==> src/rtl/fsh_pkg.sv <==
package fsh_pkg;
  typedef enum logic {
    FSH_LEFT  = 1'b0,
    FSH_RIGHT = 1'b1
  } fsh_dir_e;

  typedef enum logic {
    FSH_HALF = 1'b0,
    FSH_FULL = 1'b1
  } fsh_size_e;
endpackage

==> src/rtl/fsh_count_dec.sv <==
module fsh_count_dec #(
  parameter int CNT_IN_W = 8,
  parameter int CNT_W    = 5,
  parameter int HALF_W   = 16
) (
  input  logic [CNT_IN_W-1:0] count_in,
  input  logic                size_full,
  output logic [CNT_W-1:0]    mcount,
  output logic                cnt_zero,
  output logic                cnt_over
);
  localparam int HALF_LIM = HALF_W;

  function automatic logic over_half(input logic [CNT_W-1:0] c);
    return int'(c) > HALF_LIM;
  endfunction

  always_comb begin
    mcount   = count_in[CNT_W-1:0];
    cnt_zero = (mcount == '0);
    cnt_over = (size_full == fsh_pkg::FSH_HALF) && over_half(mcount);
  end
endmodule

==> src/rtl/fsh_core.sv <==
module fsh_core #(
  parameter int W     = 32,
  parameter int CNT_W = 5
) (
  input  logic             dir,
  input  logic [W-1:0]     d,
  input  logic [W-1:0]     s,
  input  logic [CNT_W-1:0] c,
  output logic [W-1:0]     res,
  output logic             cout
);
  localparam int PW = 2 * W;

  function automatic logic [W-1:0] dbl_left(input logic [W-1:0] hi,
                                            input logic [W-1:0] lo,
                                            input logic [CNT_W-1:0] n);
    logic [PW-1:0] cat;
    cat = {hi, lo} << n;
    return cat[PW-1:W];
  endfunction

  function automatic logic [W-1:0] dbl_right(input logic [W-1:0] lo,
                                             input logic [W-1:0] hi,
                                             input logic [CNT_W-1:0] n);
    logic [PW-1:0] cat;
    cat = {hi, lo} >> n;
    return cat[W-1:0];
  endfunction

  function automatic logic last_left(input logic [W-1:0] hi,
                                     input logic [W-1:0] lo,
                                     input logic [CNT_W-1:0] n);
    logic [PW-1:0] cat;
    cat = {hi, lo} << (n - 1'b1);
    return cat[PW-1];
  endfunction

  function automatic logic last_right(input logic [W-1:0] lo,
                                      input logic [W-1:0] hi,
                                      input logic [CNT_W-1:0] n);
    logic [PW-1:0] cat;
    cat = {hi, lo} >> (n - 1'b1);
    return cat[0];
  endfunction

  always_comb begin
    if (dir == fsh_pkg::FSH_RIGHT) begin
      res  = dbl_right(d, s, c);
      cout = last_right(d, s, c);
    end else begin
      res  = dbl_left(d, s, c);
      cout = last_left(d, s, c);
    end
  end
endmodule

==> src/rtl/fsh_outreg.sv <==
module fsh_outreg #(
  parameter int W = 32
) (
  input  logic         clk,
  input  logic         rst_n,
  input  logic         req,
  input  logic [W-1:0] next_res,
  input  logic         next_carry,
  input  logic         cnt_zero,
  input  logic         cnt_over,
  output logic [W-1:0] res_q,
  output logic         carry_q,
  output logic         range_q,
  output logic         valid_q
);
  always_ff @(posedge clk or negedge rst_n) begin
    if (!rst_n) begin
      res_q   <= '0;
      carry_q <= 1'b0;
      range_q <= 1'b0;
      valid_q <= 1'b0;
    end else begin
      valid_q <= req;
      if (req) begin
        range_q <= cnt_over;
        if (cnt_over) begin
          res_q <= '0;
        end else begin
          res_q <= next_res;
          if (!cnt_zero) carry_q <= next_carry;
        end
      end
    end
  end
endmodule

==> src/rtl/funnel_shift_dbl.sv <==
module funnel_shift_dbl #(
  parameter int FULL_W   = 32,
  parameter int HALF_W   = 16,
  parameter int CNT_IN_W = 8,
  parameter int CNT_W    = 5
) (
  input  logic                clk,
  input  logic                rst_n,
  input  logic                req,
  input  logic                dir,
  input  logic                size_full,
  input  logic [FULL_W-1:0]   dst,
  input  logic [FULL_W-1:0]   src,
  input  logic [CNT_IN_W-1:0] count,
  output logic [FULL_W-1:0]   result,
  output logic                carry,
  output logic                out_of_range,
  output logic                res_valid
);
  localparam int PAD_W = FULL_W - HALF_W;

  logic [CNT_W-1:0]  mcount;
  logic              cnt_zero;
  logic              cnt_over;
  logic [FULL_W-1:0] full_res;
  logic              full_cout;
  logic [HALF_W-1:0] half_res;
  logic              half_cout;
  logic [FULL_W-1:0] sel_res;
  logic              sel_cout;

  fsh_count_dec #(.CNT_IN_W(CNT_IN_W), .CNT_W(CNT_W), .HALF_W(HALF_W)) u_dec (
    .count_in (count),
    .size_full(size_full),
    .mcount   (mcount),
    .cnt_zero (cnt_zero),
    .cnt_over (cnt_over)
  );

  for (genvar g = 0; g < 2; g++) begin : g_width
    if (g == 0) begin : g_full
      fsh_core #(.W(FULL_W), .CNT_W(CNT_W)) u_core (
        .dir (dir),
        .d   (dst),
        .s   (src),
        .c   (mcount),
        .res (full_res),
        .cout(full_cout)
      );
    end else begin : g_half
      fsh_core #(.W(HALF_W), .CNT_W(CNT_W)) u_core (
        .dir (dir),
        .d   (dst[HALF_W-1:0]),
        .s   (src[HALF_W-1:0]),
        .c   (mcount),
        .res (half_res),
        .cout(half_cout)
      );
    end
  end

  always_comb begin
    if (size_full == fsh_pkg::FSH_FULL) begin
      sel_res  = full_res;
      sel_cout = full_cout;
    end else begin
      sel_res  = {{PAD_W{1'b0}}, half_res};
      sel_cout = half_cout;
    end
  end

  fsh_outreg #(.W(FULL_W)) u_out (
    .clk       (clk),
    .rst_n     (rst_n),
    .req       (req),
    .next_res  (sel_res),
    .next_carry(sel_cout),
    .cnt_zero  (cnt_zero),
    .cnt_over  (cnt_over),
    .res_q     (result),
    .carry_q   (carry),
    .range_q   (out_of_range),
    .valid_q   (res_valid)
  );
endmodule

==> config.mk <==
export PLATFORM = sky130hd
export DESIGN_NAME = funnel_shift_dbl
export DESIGN_NICKNAME = d
export VERILOG_FILES = /design/src/rtl/fsh_pkg.sv /design/src/rtl/fsh_count_dec.sv /design/src/rtl/fsh_core.sv /design/src/rtl/fsh_outreg.sv /design/src/rtl/funnel_shift_dbl.sv
export SDC_FILE = /design/constraint.sdc
export NUM_CORES = 1
export LEC_CHECK = 0
export BUFFER_PORTS_ARGS = -buffer_cell sky130_fd_sc_hd__buf_2
export CORE_MARGIN = 1.5
export CORE_UTILIZATION = 43
export DETAILED_ROUTE_END_ITERATION = 12
export PLACE_DENSITY_LB_ADDON = 0.15
export SETUP_SLACK_MARGIN = 0.2
export SLEW_MARGIN = 30
export SYNTH_ARGS = -nofsm -noshare
export SYNTH_HDL_FRONTEND = slang
export SYNTH_SLANG_ARGS = --single-unit
==> constraint.sdc <==
create_clock -name clk -period 1.3 [get_ports clk]
set_input_delay 0.065 -clock clk [delete_from_list [all_inputs] [get_ports clk]]
set_output_delay 0.065 -clock clk [all_outputs]
set_load 0.005 [all_outputs]
Word level (Yosys, flattened, before mapping)
Index checks and enable logic that the tools add are counted.
{"block": "op_classes", "mux": 7, "add_sub_neg": 1, "n_lt_le_gt_ge": 1, "shift": 8, "n_reduce_logical": 3, "bitwise_logic": 3}
{"operator": "$shl A64 B5 Y64", "count": 2}
{"operator": "$mux W32", "count": 3}
{"operator": "$shl A32 B5 Y32", "count": 2}
{"operator": "$shr A64 B5 Y1", "count": 1}
{"operator": "$shr A64 B5 Y32", "count": 1}
{"operator": "$shr A32 B5 Y1", "count": 1}
{"operator": "$shr A32 B5 Y16", "count": 1}
{"operator": "$mux W16", "count": 1}
{"operator": "$gt A5 B5 Y1 const B", "count": 1}
{"operator": "$logic_not A5 Y1", "count": 1}
{"operator": "$sub A5 B1 Y5 const B", "count": 1}
{"operator": "$mux W1", "count": 3}
{"operator": "$not A1 Y1", "count": 3}
{"operator": "$reduce_and A3 Y1", "count": 1}
{"operator": "$logic_and A1 B1 Y1", "count": 1}
{"block": "totals", "ff_bits": 35, "wordCells": 27}

Depth between registers and ports, before layout
Gate-level depths: netlist (run 1).
{"block": "logic_depth", "depth_word": 4, "depth_mapped": 13}

Hierarchy
From an unflattened synthesis (run 1), not the netlist that was laid out.
{"block": "hier_totals", "cells_unflattened": 1384, "hier_area_um2": 13756.9}
{"module": "fsh_core at g_width[0].g_full.u_core", "area_per_inst_um2": 7761.2, "instances": 1, "cells_per_inst": 781}
{"module": "fsh_core at g_width[1].g_half.u_core", "area_per_inst_um2": 4066.4, "instances": 1, "cells_per_inst": 416}
{"module": "fsh_outreg", "area_per_inst_um2": 1480.2, "instances": 1, "cells_per_inst": 142}
{"module": "funnel_shift_dbl", "area_per_inst_um2": 391.6, "instances": 1, "cells_per_inst": 37}
{"module": "fsh_count_dec", "area_per_inst_um2": 57.6, "instances": 1, "cells_per_inst": 8}

Least setup slack after synthesis (run 1)
No wires, ideal clock.
{"block": "synth_timing", "kind": "input port to flip-flop", "startpoint": "input count[0]", "endpoint": "register u_out.carry_q", "setup_time_ns": 0.118, "slack_ns": -1.683, "required_time_ns": 1.182, "arrival_time_ns": 2.865, "stages": 13, "cell_sequence": "buf_6 buf_6 buf_4 buf_6 inv_1 ha_1 buf_1 clkbuf_1 mux4_2 mux4_2 o211ai_1 o22ai_1 a21o_1"}
{"block": "synth_via", "elab_chain_len": 4, "word_cells_on_any_way": 14, "cone_classes": "add/sub (1); order compare (1); shift (4); mux (3); bitwise (2); reduce/logical (3)"}
{"item": "start, declared", "line": "funnel_shift_dbl.sv:14", "rtl": "input logic [CNT_IN_W-1:0] count,"}
{"item": "$sub A5 B1 Y5 / $gt A5 B5 Y1 (equally long branches)", "line": "fsh_core.sv:34, fsh_core.sv:42, fsh_count_dec.sv:15"}
{"item": "$shl A32 B5 Y32 (tied with other cells)", "line": "fsh_core.sv:34", "rtl": "cat = {hi, lo} << (n - 1'b1);"}
{"item": "$mux W1 / $not A1 Y1 (equally long branches)"}
{"item": "$mux W1 / $reduce_and A3 Y1 (equally long branches)"}
{"item": "end signal, assigned", "line": "fsh_outreg.sv:30", "rtl": "if (!cnt_zero) carry_q <= next_carry;"}
{"item": "end, declared", "line": "fsh_outreg.sv:12", "rtl": "output logic carry_q,"}
Parallel ways exist; a longest one is shown, timed or not.
A chain may end at the register's enable or synchronous reset.

Worst setup path after layout (run 1)
{"block": "layout_timing", "startpoint": "input count[0]", "endpoint": "register u_out.res_q[7]"}
{"block": "layout_via", "elab_chain_len": 4, "word_cells_on_any_way": 10, "cone_classes": "order compare (1); shift (4); mux (4); reduce/logical (1)"}
{"item": "$shl A32 B5 Y32 (tied with other cells)", "line": "fsh_core.sv:18", "rtl": "cat = {hi, lo} << n;"}
{"item": "$mux W16 / $mux W32 (equally long branches)", "line": "fsh_core.sv:47", "rtl": "if (dir == fsh_pkg::FSH_RIGHT) begin"}
{"item": "$mux W32", "line": "funnel_shift_dbl.sv:63", "rtl": "if (size_full == fsh_pkg::FSH_FULL) begin"}
{"item": "$mux W32 *", "line": "fsh_outreg.sv:26", "rtl": "if (cnt_over) begin"}
{"item": "end signal, assigned", "line": "fsh_outreg.sv:29", "rtl": "res_q <= next_res;"}
{"item": "end, declared", "line": "fsh_outreg.sv:11", "rtl": "output logic [W-1:0] res_q,"}
Every way passes the cells marked *; elsewhere a longest branch is shown, timed or not.

==> results.cfg, run 1 <==
[synth]
netlist_instances = 941
ys_seq_elements = 35
netlist_area_um2 = 9493
ys.flop_type = dfrtp_1
synth_nets = 1019
synth_area_per_cell_um2 = 10.09
ys_types = 66
ys.warnings.count = 0
synth-edff-count = 0
ys_seq_area_frac = 0.09226
ys_async_sr_fraction = 1.000

[timing]
setup_viol = 33
hold_viol = 0
max_freq_mhz = 532.7
final.setup.tns_ps = -14290
rsz0062_at_grt = true
holdWs_ps = 256.6
drv_slew = 0
setup_ws_ps = -577.2
fin_crit_sh = 1.444
clock_skew_ps = 0
tightest_slew_ps = 684.8
slew_headroom = 0.5386
finalCriticalPeriod_ps = 1877

[clocking]
cts_root_buffer = clkbuf_16
clk_latency_ps = 300
path_clk_slew_ps = 70
cts.sinks = 35
clockBufferDepth = 2
cts.htree.levels = 2
numCtsBuffers = 5
cts_tree = built

[floorplan]
start_util = 0.4363
num_rows = 54
ios = 112
core-area_um2 = 21760
dieArea_um2 = 22980
fp.dieH_um = 151.6
dieWidth_um = 151.6

[grt]
grt_usage = 0.4263
grt_pass1_wl_mm = 70.40
antenna_found_initial = 1
first_global_vias = 10710
grt_max_degree = 36
grt_overflow_total = 0

[finish]
layout.cells.non_filler = 1658
antennaDiodeCount = 0
final_common_cell = buf_4
final_cell_area_um2 = 14840
area_growth_pct = 56.36
post-route-util = 0.6823
drive_gt1_frac = 0.6560
fill_cells = 1677
final_cell_mix = buf_4, mux4_2, buf_2, nand2_1
finalNetCount = 1456

[power]
p_leak_uw = 0.006402
power-per-cell-area_nw_per_um2 = 665.6
power.internal_uw = 5661
power.switching_uw = 4219
pwr-share-seq = 0.137
clkPwrFrac = 0.138
combPwrFrac = 0.726
ir_worst_vdd_uv = 465.5
swShare = 0.4270

[setup_path]
crit_chain = buf_16 -> mux4_2 -> mux2_4 -> mux4_2 -> nor2_2 -> nor3_2 -> a2111o_1
cp_slowest_cell = mux4_2
path_common_cell = mux4_2
cp.arrival_ps = 2060
crit_fanout = 7
crit_path_end_kind = flop
cp_num_buf_inv = 1
setup.worst_path.class = input pin to flop
cp_slowest_stage_delay_ps = 560
start_kind = input pin
crit_required_ps = 1490
critPathTopFamily = multiplexers

[min_path]
hold_path_class = input pin to asynchronous set/reset pin

[detailed_routing]
wl_mm = 48.71
drc = 0
ant_nets = 0
via_per_inst = 6.943
drt-wirelength-per-cell_um = 29.38
drtIter0Drc = 1477
vias = 11510
first_pass_iters = 6

[outcome]
violations = negative setup slack
status = complete, but fails checks

[run]
drv_cap = 0

[placed_design]
post-dp-hpwl_mm = 37.71
gp_congestion = 1.039
dp.cells = 1603
io_buffers = 108
place_area_um2 = 13030
[layout make-up]
class	instances	area, um2	area share
clock buffer	6	138.9	0.009357
clock inverter	1	5.005	0.0003372
inverter	18	77.57	0.005226
multi-input combinational	774	8808	0.5934
sequential	35	875.8	0.05901
tap	280	350.3	0.02360
timing repair buffer	544	4587	0.3090
[path summary, 6_finish.rpt]
| kind | from | depth (start not counted) | end | slack (ps) |
|---|---|---|---|---|
| worst max-delay path | count[0] | 7 | u_out.res_q[7] | -580 |
| worst min-delay path | rst_n | 3 | u_out.valid_q | 260 |
| worst max register to register | u_out.res_q[2] | 2 | u_out.res_q[2] | 200 |
| worst min register to register | u_out.range_q | 1 | u_out.range_q | 470 |
| max in group asynchronous | rst_n | 3 | u_out.res_q[5] | 820 |
| min in group clk | req | 3 | u_out.range_q | 260 |
[sequential cells by signal, summed over array words and instances (netlist names)]
register / flops
u_out.carry_q: 1
u_out.range_q: 1
u_out.res_q: 32
u_out.valid_q: 1
[what timing repair did]
action                                  4_1_cts  5_1_grt
hold buffers                                  2        0
hold endpoints to repair                     36        0
gates resized for setup                     191       72
buffers inserted                             23       11
endpoints found under the setup margin       34       34
cloned                                       10        2
pin swaps                                    39       30
[worst reg2reg max path, cell delays in order (launching register included)]
cell and delay (ps):
dfrtp_1 370, a221o_1 340, a311o_1 270
[power groups by stage]
stage | combinational [uW] | sequential (uW) | clock [uW]
final | 7170 | 1350 | 1360
after global routing | 7420 | 1370 | 1420
after CTS | 6680 | 1350 | 1370
after detailed placement | 5980 | 1370 | 0
after global placement | 5960 | 1370 | 0
after floorplan | 3110 | 1360 | 0
[Yosys cell counts (4+ instances only)]
cell        n  area (um2)
o22ai_1     7       43.79
a221o_1     9       90.09
buf_2      19       95.09
a31oi_1     7       43.79
nand3_1    16       80.08
o21ai_0    29       145.1
a21o_1      5       37.54
a311oi_1    4       35.03
o221ai_1    7       61.31
mux2i_1    77       770.7
o211ai_1   21       157.7
and2_1      7       43.79
o31ai_1     7       52.55
clkbuf_1   67       251.5
nor2_1     64       240.2
a221oi_1    6       52.55
nand2b_1    5       31.28
a211oi_1   14       105.1
inv_1      14       52.55
mux4_2    169        3806
and3_1      7       43.79
buf_4       8       60.06
a22oi_1    14       105.1
o32ai_1     4       35.03
nand2_1   102       382.9
buf_1      10       37.54
a22o_1      7       61.31
mux2_2     67       754.5
nor2b_1     6       37.54
a21oi_1    37       185.2
nor3_1     12       60.06
buf_6      10       112.6
o311ai_0    4       35.03
dfrtp_1    35       875.8
o21a_1      4       30.03
nor4_1      4       25.02
a211o_1     7       61.31
o211a_1     4       40.04
[cell families after synthesis]
family,share of synthesized area
adder cells (fa/ha/maj),0.001318
buffers and inverters,0.06577
flip-flops,0.09226
AND/OR/NAND/NOR,0.1081
AO/OA/AOI/OAI,0.1682
XOR/XNOR,0.002768
multiplexers,0.5616
[through the flow]
stage	setup slack, ps	total power [uW]
after floorplan	-1104	4473
after global placement	-1227	7320
after detailed placement	-1239	7344
after CTS	-538.6	9391
after global routing	-605.5	10200
final	-577.2	9879
[metal layers]
layer | track usage | vias up | share of wire | routed length, um
li1 | - | 4741 | - | -
met1 | 0.5883 | 5608 | 0.38 | 18680
met2 | 0.6218 | 986 | 0.43 | 20920
met3 | 0.1162 | 175 | 0.13 | 6333
met4 | 0.1971 | 2 | 0.057 | 2771
met5 | 0 | - | 0.00016 | 8
Note: power is estimated with default switching activity, not from simulation.
==> run 2, diff against run 1 <==
--- a/config.mk
+++ b/config.mk
@@ -10,7 +10,6 @@
 export CORE_UTILIZATION = 43
 export DETAILED_ROUTE_END_ITERATION = 12
 export PLACE_DENSITY_LB_ADDON = 0.15
-export SETUP_SLACK_MARGIN = 0.2
 export SLEW_MARGIN = 30
 export SYNTH_ARGS = -nofsm -noshare
 export SYNTH_HDL_FRONTEND = slang
==> results.cfg, run 2 (synthesis gave the netlist of run 1 again) <==
[timing]
rsz0062_at_grt = true
drv_slew = 0
finalCriticalPeriod_ps = 1888
holdWs_ps = 260.1
clock_skew_ps = 0
slew_headroom = 0.6359
setup_ws_ps = -588.3
tightest_slew_ps = 544.2
final.setup.tns_ps = -14550
fin_crit_sh = 1.453
hold_viol = 0
setup_viol = 33
max_freq_mhz = 529.6

[finish]
final_cell_area_um2 = 14830
area_growth_pct = 56.20
antennaDiodeCount = 0
layout.cells.non_filler = 1654
finalNetCount = 1452
drive_gt1_frac = 0.6587
final_cell_mix = buf_4, mux4_2, buf_2, nand2_1, nor2_1
largest_reg_flops = 32
max_flop_register = u_out.res_q
final_common_cell = buf_4

[power]
ir_worst_vdd_uv = 434.8
p_leak_uw = 0.006380
power-per-cell-area_nw_per_um2 = 667.5

[grt]
grt_usage = 0.4264
grt_max_degree = 36
grt_overflow_total = 0
grt_pass1_wl_mm = 70.53
antenna_found_initial = 1
first_global_vias = 10690

[floorplan]
num_rows = 54
ios = 112
dieArea_um2 = 22980
fp.dieH_um = 151.6
start_util = 0.4363
dieWidth_um = 151.6
core-area_um2 = 21760

[run]
drv_cap = 0

[placed_design]
io_buffers = 108
gp_congestion = 1.039
dp.cells = 1603
place_area_um2 = 13030
post-dp-hpwl_mm = 37.71

[detailed_routing]
vias = 11530
drt-wirelength-per-cell_um = 29.66
via_per_inst = 6.968
drtIter0Drc = 1514
ant_nets = 0
drc = 0
first_pass_iters = 5
wl_mm = 49.06

[clocking]
numCtsBuffers = 5
path_clk_slew_ps = 70
cts.sinks = 35
clockBufferDepth = 2
cts_tree = built
clk_latency_ps = 300
cts_root_buffer = clkbuf_16
cts.htree.levels = 2

[setup_path]
cp.arrival_ps = 2070
crit_required_ps = 1480
setup.worst_path.class = input pin to flop
path_common_cell = mux4_2
cp_num_buf_inv = 1
crit_path_end_kind = flop
cp_slowest_cell = mux4_2
critPathTopFamily = multiplexers
start_kind = input pin
crit_fanout = 7
crit_chain = buf_16 -> mux4_2 -> mux2_4 -> mux4_2 -> nor2_2 -> nor3_2 -> a2111o_1
cp_slowest_stage_delay_ps = 560

[outcome]
violations = negative setup slack
status = complete, but fails checks

[min_path]
hold_path_class = input pin to asynchronous set/reset pin
-- run 2: per-stage QoR --
step	total power, uW	setup slack [ps]	utilization
after floorplan	4473	-1104	-
after global placement	7320	-1227	0.5987
after detailed placement	7344	-1239	0.5987
after CTS	9386	-538.6	0.6620
after global routing	10200	-603.1	0.6816
final	9897	-588.3	0.6816
-- run 2: final cells by class --
class	instances	area [um2]
Clock buffer	6	138.9
Clock inverter	1	5.005
Fill cell	1674	6928
Inverter	18	77.57
Multi-Input combinational cell	774	8833
Sequential cell	35	875.8
Tap cell	280	350.3
Timing Repair Buffer	540	4547
-- run 2: path summary, 6_finish.rpt --
check	start	end	slack, ps	cells past startpoint
min in group clk	req	u_out.range_q	270	3
worst max-delay path	count[0]	u_out.res_q[7]	-590	7
max in group asynchronous	rst_n	u_out.res_q[5]	820	3
worst max register to register	u_out.res_q[2]	u_out.res_q[2]	210	2
worst min register to register	u_out.range_q	u_out.range_q	470	1
worst min-delay path	rst_n	u_out.valid_q	260	3
-- run 2: worst reg2reg max path: stages (launching register included) --
cell	delay, ps
dfrtp_1	370
a221o_1	340
a311o_1	270
-- run 2: timing repair --
item	CTS	global route
setup buffers	24	16
endpoints found under the setup margin	34	34
endpoints found under the hold margin	36	0
hold buffers	2	0
pin swaps	43	30
gates cloned	10	1
resized for setup	192	89
-- run 2: metal layers --
layer  up-vias  GRT usage  routed length [um]
li1       4723          -                   -
met1      5669     0.5892               18730
met2       954     0.6207               21150
met3       177     0.1117                6348
met4         2     0.2048                2812
met5         -          0                  11
-- run 2: report_power, final --
group          switching, uW  leakage (uW)  internal (uW)  total [uW]
registers                102      0.000444           1250        1350
logic                   3540       0.00586           3650        7190
clock network            608     0.0000727            754        1360
total                   4250       0.00638           5650        9900
